`config.mk`:
```
export PLATFORM = sky130hd
export DESIGN_NAME = cblk_xlate
export DESIGN_NICKNAME = d
export VERILOG_FILES = /design/src/rtl/cblk_pkg.sv /design/src/rtl/cblk_addr_gen.sv /design/src/rtl/cblk_ptr_cache.sv /design/src/rtl/cblk_xlate.sv
export SDC_FILE = /design/constraint.sdc
export NUM_CORES = 2
export LEC_CHECK = 0
export ABC_AREA = 1
export ABC_CLOCK_PERIOD_IN_PS = 9200
export BUFFER_PORTS_ARGS = -buffer_cell sky130_fd_sc_hd__buf_2
export CAP_MARGIN = 20
export CORE_ASPECT_RATIO = 0.5
export CORE_MARGIN = 2
export CORE_UTILIZATION = 25
export DETAILED_ROUTE_END_ITERATION = 16
export SYNTH_ARGS = -nofsm -noshare
export SYNTH_HDL_FRONTEND = slang
export SYNTH_HIERARCHICAL = 1
export SYNTH_SLANG_ARGS = --single-unit
```
`constraint.sdc`:
```
create_clock -name clk -period 9.2 [get_ports clk]
set_clock_uncertainty 0.2 [all_clocks]
set_input_delay 1.38 -clock clk [delete_from_list [all_inputs] [get_ports clk]]
set_output_delay 1.38 -clock clk [all_outputs]
set_load 0.1 [all_outputs]
```
`src/rtl/cblk_pkg.sv`:
```
package cblk_pkg;
  localparam int UNIT_W = 24;
  localparam int LEN_W  = 8;
  localparam int WORD_W = 32;

  typedef struct packed {
    logic [LEN_W-1:0]  len;
    logic [UNIT_W-1:0] unit;
  } ptr_ent_t;

  typedef enum logic [2:0] {
    ST_IDLE,
    ST_LOOK,
    ST_FREQ,
    ST_FWAIT,
    ST_WALK,
    ST_NREQ,
    ST_NWAIT
  } xl_state_t;
endpackage

```
`src/rtl/cblk_addr_gen.sv`:
```
module cblk_addr_gen #(
  parameter int ADDR_W = 32,
  parameter int CRD_W  = 10
) (
  input  logic [ADDR_W-3:0] table_w,
  input  logic [CRD_W-1:0]  col,
  input  logic [CRD_W-1:0]  row,
  input  logic [CRD_W-1:0]  bpr,
  output logic [ADDR_W-3:0] ent_w
);
  localparam int IDX_W = ADDR_W - 2;

  logic [IDX_W-1:0] idx;

  // Linear block number scaled to one word per entry
  assign idx   = IDX_W'(row) * IDX_W'(bpr) + IDX_W'(col);
  assign ent_w = table_w + idx;
endmodule

```
`src/rtl/cblk_ptr_cache.sv`:
```
module cblk_ptr_cache #(
  parameter int ADDR_W  = 32,
  parameter int LINES   = 8,
  parameter int ENTRIES = 8,
  parameter int WORD_W  = 32
) (
  input  logic              clk,
  input  logic              rst_n,
  input  logic [ADDR_W-3:0] lk_w,
  output logic              lk_hit,
  output logic [WORD_W-1:0] lk_data,
  input  logic              fill_start,
  input  logic              fill_we,
  input  logic [ADDR_W-3:0] fill_w,
  input  logic [WORD_W-1:0] fill_data,
  input  logic              fill_done
);
  localparam int SET_W = $clog2(LINES);
  localparam int OFF_W = $clog2(ENTRIES);
  localparam int TAG_L = OFF_W + SET_W;
  localparam int TAG_W = ADDR_W - 2 - TAG_L;

  logic [WORD_W-1:0] data_q [LINES][ENTRIES];
  logic [TAG_W-1:0]  tag_q  [LINES];
  logic [LINES-1:0]  vld_q;
  logic [LINES-1:0]  hit_vec;

  logic [SET_W-1:0] lk_set, f_set;
  logic [OFF_W-1:0] lk_off, f_off;
  logic [TAG_W-1:0] lk_tag, f_tag;

  assign lk_off = lk_w[OFF_W-1:0];
  assign lk_set = lk_w[TAG_L-1:OFF_W];
  assign lk_tag = lk_w[ADDR_W-3:TAG_L];
  assign f_off  = fill_w[OFF_W-1:0];
  assign f_set  = fill_w[TAG_L-1:OFF_W];
  assign f_tag  = fill_w[ADDR_W-3:TAG_L];

  // Per-line tag comparators
  for (genvar g = 0; g < LINES; g++) begin : g_cmp
    assign hit_vec[g] = vld_q[g] && (tag_q[g] == lk_tag);
  end

  assign lk_hit  = hit_vec[lk_set];
  assign lk_data = data_q[lk_set][lk_off];

  // Valid bits: cleared at the start of a refill, set when it completes
  always_ff @(posedge clk or negedge rst_n) begin
    if (!rst_n) begin
      vld_q <= '0;
    end else begin
      for (int i = 0; i < LINES; i++) begin
        if (fill_start && (f_set == SET_W'(i)))
          vld_q[i] <= 1'b0;
        else if (fill_done && (f_set == SET_W'(i)))
          vld_q[i] <= 1'b1;
      end
    end
  end

  always_ff @(posedge clk) begin
    if (fill_done)
      tag_q[f_set] <= f_tag;
  end

  always_ff @(posedge clk) begin
    if (fill_we)
      data_q[f_set][f_off] <= fill_data;
  end
endmodule

```
`src/rtl/cblk_xlate.sv`:
```
module cblk_xlate
  import cblk_pkg::*;
#(
  parameter int ADDR_W  = 32,
  parameter int CRD_W   = 10,
  parameter int ID_W    = 8,
  parameter int LINES   = 8,
  parameter int ENTRIES = 8
) (
  input  logic                 clk,
  input  logic                 rst_n,
  input  logic                 req_valid,
  output logic                 req_ready,
  input  logic [ADDR_W-3:0]    req_table,
  input  logic [CRD_W-1:0]     req_col,
  input  logic [CRD_W-1:0]     req_row,
  input  logic [CRD_W-1:0]     req_bpr,
  input  logic [ID_W-1:0]      req_id,
  output logic                 mem_req_valid,
  input  logic                 mem_req_ready,
  output logic [ADDR_W-1:0]    mem_req_addr,
  input  logic                 mem_rsp_valid,
  input  logic [WORD_W-1:0]    mem_rsp_data,
  output logic                 out_valid,
  output logic [UNIT_W-1:0]    out_addr,
  output logic [ID_W-1:0]      out_id,
  output logic                 out_last
);
  localparam int OFF_W = $clog2(ENTRIES);

  xl_state_t state_q, state_d;

  logic [ADDR_W-3:0] table_q;
  logic [CRD_W-1:0]  col_q, row_q, bpr_q;
  logic [ID_W-1:0]   id_q;
  logic [OFF_W-1:0]  fk_q, fk_d;
  logic [UNIT_W-1:0] cur_q, cur_d;
  logic [LEN_W-1:0]  left_q, left_d;
  logic              ov_q, ov_d, ol_q, ol_d;
  logic [UNIT_W-1:0] oa_q, oa_d;
  logic [ID_W-1:0]   oid_q, oid_d;

  logic              ld_req, walk_en, fk_en;
  logic [ADDR_W-3:0] ent_w, fill_w;
  logic              hit;
  logic [WORD_W-1:0] lk_data;
  ptr_ent_t          ent;
  logic              fill_start, fill_we, fill_done;
  logic [UNIT_W-1:0] nxt_unit;

  assign ld_req    = (state_q == ST_IDLE) && req_valid;
  assign req_ready = (state_q == ST_IDLE);

  cblk_addr_gen #(.ADDR_W(ADDR_W), .CRD_W(CRD_W)) u_agen (
    .table_w (table_q),
    .col     (col_q),
    .row     (row_q),
    .bpr     (bpr_q),
    .ent_w   (ent_w)
  );

  assign fill_w     = {ent_w[ADDR_W-3:OFF_W], fk_q};
  assign fill_start = (state_q == ST_LOOK) && !hit;
  assign fill_we    = (state_q == ST_FWAIT) && mem_rsp_valid;
  assign fill_done  = fill_we && (fk_q == OFF_W'(ENTRIES - 1));

  cblk_ptr_cache #(
    .ADDR_W(ADDR_W), .LINES(LINES), .ENTRIES(ENTRIES), .WORD_W(WORD_W)
  ) u_cache (
    .clk        (clk),
    .rst_n      (rst_n),
    .lk_w       (ent_w),
    .lk_hit     (hit),
    .lk_data    (lk_data),
    .fill_start (fill_start),
    .fill_we    (fill_we),
    .fill_w     (fill_w),
    .fill_data  (mem_rsp_data),
    .fill_done  (fill_done)
  );

  assign ent      = ptr_ent_t'(lk_data);
  assign nxt_unit = mem_rsp_data[UNIT_W-1:0];

  assign mem_req_valid = (state_q == ST_FREQ) || (state_q == ST_NREQ);
  assign mem_req_addr  = (state_q == ST_FREQ) ? {fill_w, 2'b00} : ADDR_W'(cur_q);

  // Next-state logic
  always_comb begin
    state_d = state_q;
    fk_d    = fk_q;
    cur_d   = cur_q;
    left_d  = left_q;
    ov_d    = 1'b0;
    oa_d    = oa_q;
    ol_d    = ol_q;
    oid_d   = oid_q;
    unique case (state_q)
      ST_IDLE: begin
        if (req_valid) state_d = ST_LOOK;
      end
      ST_LOOK: begin
        if (hit) begin
          cur_d   = ent.unit;
          left_d  = ent.len;
          state_d = ST_WALK;
        end else begin
          fk_d    = '0;
          state_d = ST_FREQ;
        end
      end
      ST_FREQ: begin
        if (mem_req_ready) state_d = ST_FWAIT;
      end
      ST_FWAIT: begin
        if (mem_rsp_valid) begin
          if (fk_q == OFF_W'(ENTRIES - 1)) begin
            state_d = ST_LOOK;
          end else begin
            fk_d    = fk_q + OFF_W'(1);
            state_d = ST_FREQ;
          end
        end
      end
      ST_WALK: begin
        if (left_q == '0) begin
          state_d = ST_IDLE;
        end else if (left_q == LEN_W'(1)) begin
          ov_d    = 1'b1;
          oa_d    = cur_q;
          ol_d    = 1'b1;
          oid_d   = id_q;
          state_d = ST_IDLE;
        end else begin
          state_d = ST_NREQ;
        end
      end
      ST_NREQ: begin
        if (mem_req_ready) state_d = ST_NWAIT;
      end
      ST_NWAIT: begin
        if (mem_rsp_valid) begin
          ov_d  = 1'b1;
          oa_d  = cur_q;
          ol_d  = (nxt_unit == '0);
          oid_d = id_q;
          if (nxt_unit == '0) begin
            state_d = ST_IDLE;
          end else begin
            cur_d   = nxt_unit;
            left_d  = left_q - LEN_W'(1);
            state_d = ST_WALK;
          end
        end
      end
      default: state_d = ST_IDLE;
    endcase
  end

  assign walk_en = (state_q == ST_LOOK) || (state_q == ST_NWAIT);
  assign fk_en   = (state_q == ST_LOOK) || (state_q == ST_FWAIT);

  // Control registers
  always_ff @(posedge clk or negedge rst_n) begin
    if (!rst_n) begin
      state_q <= ST_IDLE;
      ov_q    <= 1'b0;
    end else begin
      state_q <= state_d;
      ov_q    <= ov_d;
    end
  end

  // Datapath registers with explicit enables
  always_ff @(posedge clk) begin
    if (ld_req) begin
      table_q <= req_table;
      col_q   <= req_col;
      row_q   <= req_row;
      bpr_q   <= req_bpr;
      id_q    <= req_id;
    end
    if (fk_en) fk_q <= fk_d;
    if (walk_en) begin
      cur_q  <= cur_d;
      left_q <= left_d;
    end
    if (ov_d) begin
      oa_q  <= oa_d;
      ol_q  <= ol_d;
      oid_q <= oid_d;
    end
  end

  assign out_valid = ov_q;
  assign out_addr  = oa_q;
  assign out_last  = ol_q;
  assign out_id    = oid_q;
endmodule

```
==> impl_metrics.toml <==
[status]
status = "finished, final reports clean"

[timing]
setup_violations = 0
worstMarginPinSlew_ns = 1.138
maxSlewHeadroom = 0.2365
setup_slack_ns = 0.2798
grt_setup_unrepaired = "false"
finalCriticalPeriod_ns = 8.920
fmax_mhz = 112.1
slew_violations = 0
setup_tns_ns = 0
finalCritPeriodShare = 0.9696
hold_violations = 0

[cells_and_area]
nNetsFinal = 8909
syn_to_final_growth_pct = 14.89
final_area_sq_um = 116200
drive_gt1_frac = 0.09214

[clock_tree]
clk_pin_slew_ns = 0.06
numCtsBuffers = 238
cts_sinks = 2388
cts_setup_buffers = 0
cts.root.buffer_cell = "clkbuf_16"
clock_path_buffers = 3
cts_hold_buffers = 0
htreeDepth = 4
ctsResizeCount = 0
tritoncts = "built"
clk_latency_ns = 0.88

[worst_setup_path]
cpMostUsedCell = "nand2_1"
crit_chain = "nand2_1 > fa_1 > inv_1 > fa_1 > fa_1 > fa_1 > inv_1 > fa_1 > inv_1 > ha_1 > nand2_2 > nor2_4 > nand3_1 > nand3_2 > nand3_1 > nand2_1 > nand2_1 > nand2_1 > nand2_1 > nand2_1 > buf_2"
startpoint_type = "register"
crit_path_end_kind = "output port"
cp.required_ns = 7.62
crit_path_top_delay_cell = "nand2_1"
cp_max_fo = 18
worstPathArrival_ns = 7.34
critical-path-max-stage-delay_ns = 0.65
crit_buf_inv = 4
critical_path_class = "reg2out"
cp_top_family = "adder cells"

[die]
ios = 173
die_area_sq_um = 410100
core_sq_um = 403600
die_h_microns = 453.8
start_util = 0.2507
core.rowCount = 165
die_w_microns = 903.6

[logic_synthesis]
ys_ff_latch = 2388
synth_area_leader_cell = "edfxtp_1"
yosysTopAreaCellShare = 0.7052
syn_area_sq_um = 101200
ys_warn_count = 6
ys_seq_area_frac = 0.7082
synth_edf_count = 2376
yosys.cell_types.count = 39
yosys-top-cells-count = "edfxtp_1, nand2_1, nor2_1"
synth.most_common_cell = "edfxtp_1"
syn_avg_cell_area_sq_um = 11.82
async_reset_ff_frac = 0.005025
synthCells = 8557
synth_nets = 8815
synthTopCellsByArea = "edfxtp_1, nand2_1, nand3_1, nor2_1, o21ai_0"
synth_ff_type = "edfxtp_1"

[routing]
viasPerCell = 4.733
drc_errors = 0
wl_per_cell_microns = 21.09
drt_wl_total_microns = 301400
via_count = 67630
first_pass_iters = 7
first_iter_violations = 7803
postRouteAntennaNets = 0

[placement]
portBuffers = 172
gp_congestion = 0.8763
hpwl_microns = 173200
place_area_sq_um = 108700
dp_slack_ns = 0.9866

[global_routing]
antenna_found_initial = 12
gr-total-overflow = 0
grt_pass1_wl_microns = 436000
grt_pass1_vias = 63980
track_usage = 0.1410
grt_max_degree = 199

[job]
cap_violations = 0

[hold_path]
hp-class = "reg2reg"
[placed cells by master, fill, tap and decap left out, types with 8 or more instances in the layout]
master | Yosys | routed
ha_1 | 60 | 58
xor2_1 | 54 | 46
nor2_1 | 904 | 831
clkbuf_16 | 0 | 240
nor2_4 | 7 | 72
bufinv_16 | 0 | 15
a21oi_1 | 119 | 118
dfrtp_1 | 12 | 12
clkbuf_1 | 310 | 57
xor2_2 | 0 | 8
edfxtp_1 | 2376 | 2376
clkinv_1 | 10 | 76
nand4_1 | 14 | 14
nand2_2 | 13 | 13
buf_4 | 35 | 159
fa_1 | 93 | 92
inv_1 | 496 | 491
buf_2 | 94 | 172
o21ai_0 | 617 | 617
clkinv_2 | 0 | 45
nor3_1 | 17 | 17
nand2_1 | 1773 | 1773
o22ai_1 | 327 | 326
nand3_1 | 892 | 892
xnor2_1 | 17 | 16
o21ai_1 | 217 | 217
nor2_2 | 5 | 13
buf_12 | 0 | 25
[stage by stage]
stage                 util  instances  hold slack [ns]
floorplan                -       8557           0.2003
global placement    0.2694      13840           0.2010
detailed placement  0.2694      13840           0.2054
CTS                 0.2878      14280           0.2139
global route        0.2880      14290           0.2250
finish              0.2880      14290           0.2195
[final timing paths]
check / startpoint / endpoint / slack (ns) / depth (start not counted)
max in group asynchronous: rst_n / state_q[0] / 8.25 / 1
worst max register to register: row_q[4] / cur_q[3] / 0.98 / 33
worst min-delay path: id_q[5] / out_id[5] / 0.22 / 0
worst max-delay path: row_q[4] / mem_req_addr[22] / 0.28 / 21
min in group asynchronous: rst_n / out_valid / 0.25 / 1
worst min register to register: id_q[5] / out_id[5] / 0.22 / 0
[worst reg2reg max path, delay by kind of cell, from the launching register on]
kind                       cells  cell delay [ns]
AOI/OAI and AO/OA              3             0.35
and+or+nand+nor               18             2.56
adders and majority gates      6             3.06
DFF                            1             0.62
buffers and inverters          6             1.04
[cell type report]
class	instances	area, sq um
inverter	511	1958
clock inverter	145	1161
tap	5427	6790
timing repair buffer	358	2610
clock buffer	300	6261
fill	40850	287400
sequential	2388	71650
multi-input combinational	5154	25780
antenna	7	17.52
[logic make-up (layout without fill, tap and decap cells)]
group,count (synthesis),count (layout),synth area share
xor+xnor,71,71,0.006146
flops,2388,2388,0.7082
simple gates,3645,3645,0.1488
other cells,0,7,0
buf+inv,1015,1314,0.04315
fa+ha+maj,153,153,0.02582
compound gates,1285,1285,0.06787
[registers in the layout, summed over array words and instances, names as in the netlist]
signal and count:
out_valid 1, state_q 3, out_id 8, id_q 8, u_cache/data_q 2048, cur_q 24
u_cache/vld_q 8, u_cache/tag_q 192, row_q 10, table_q 30, col_q 10, out_addr 24
out_last 1, left_q 8, bpr_q 10, fk_q 3
[metal layers]
layer	vias up	wire length, microns	GRT usage
li1	30230	-	-
met4	2	13220	0.06046
met5	-	13	0
met1	33860	122300	0.1867
met2	3010	141100	0.2304
met3	522	24660	0.02182
Power is not shown: default switching activity piles up to over one toggle a cycle in this logic, so the estimate is an artifact.
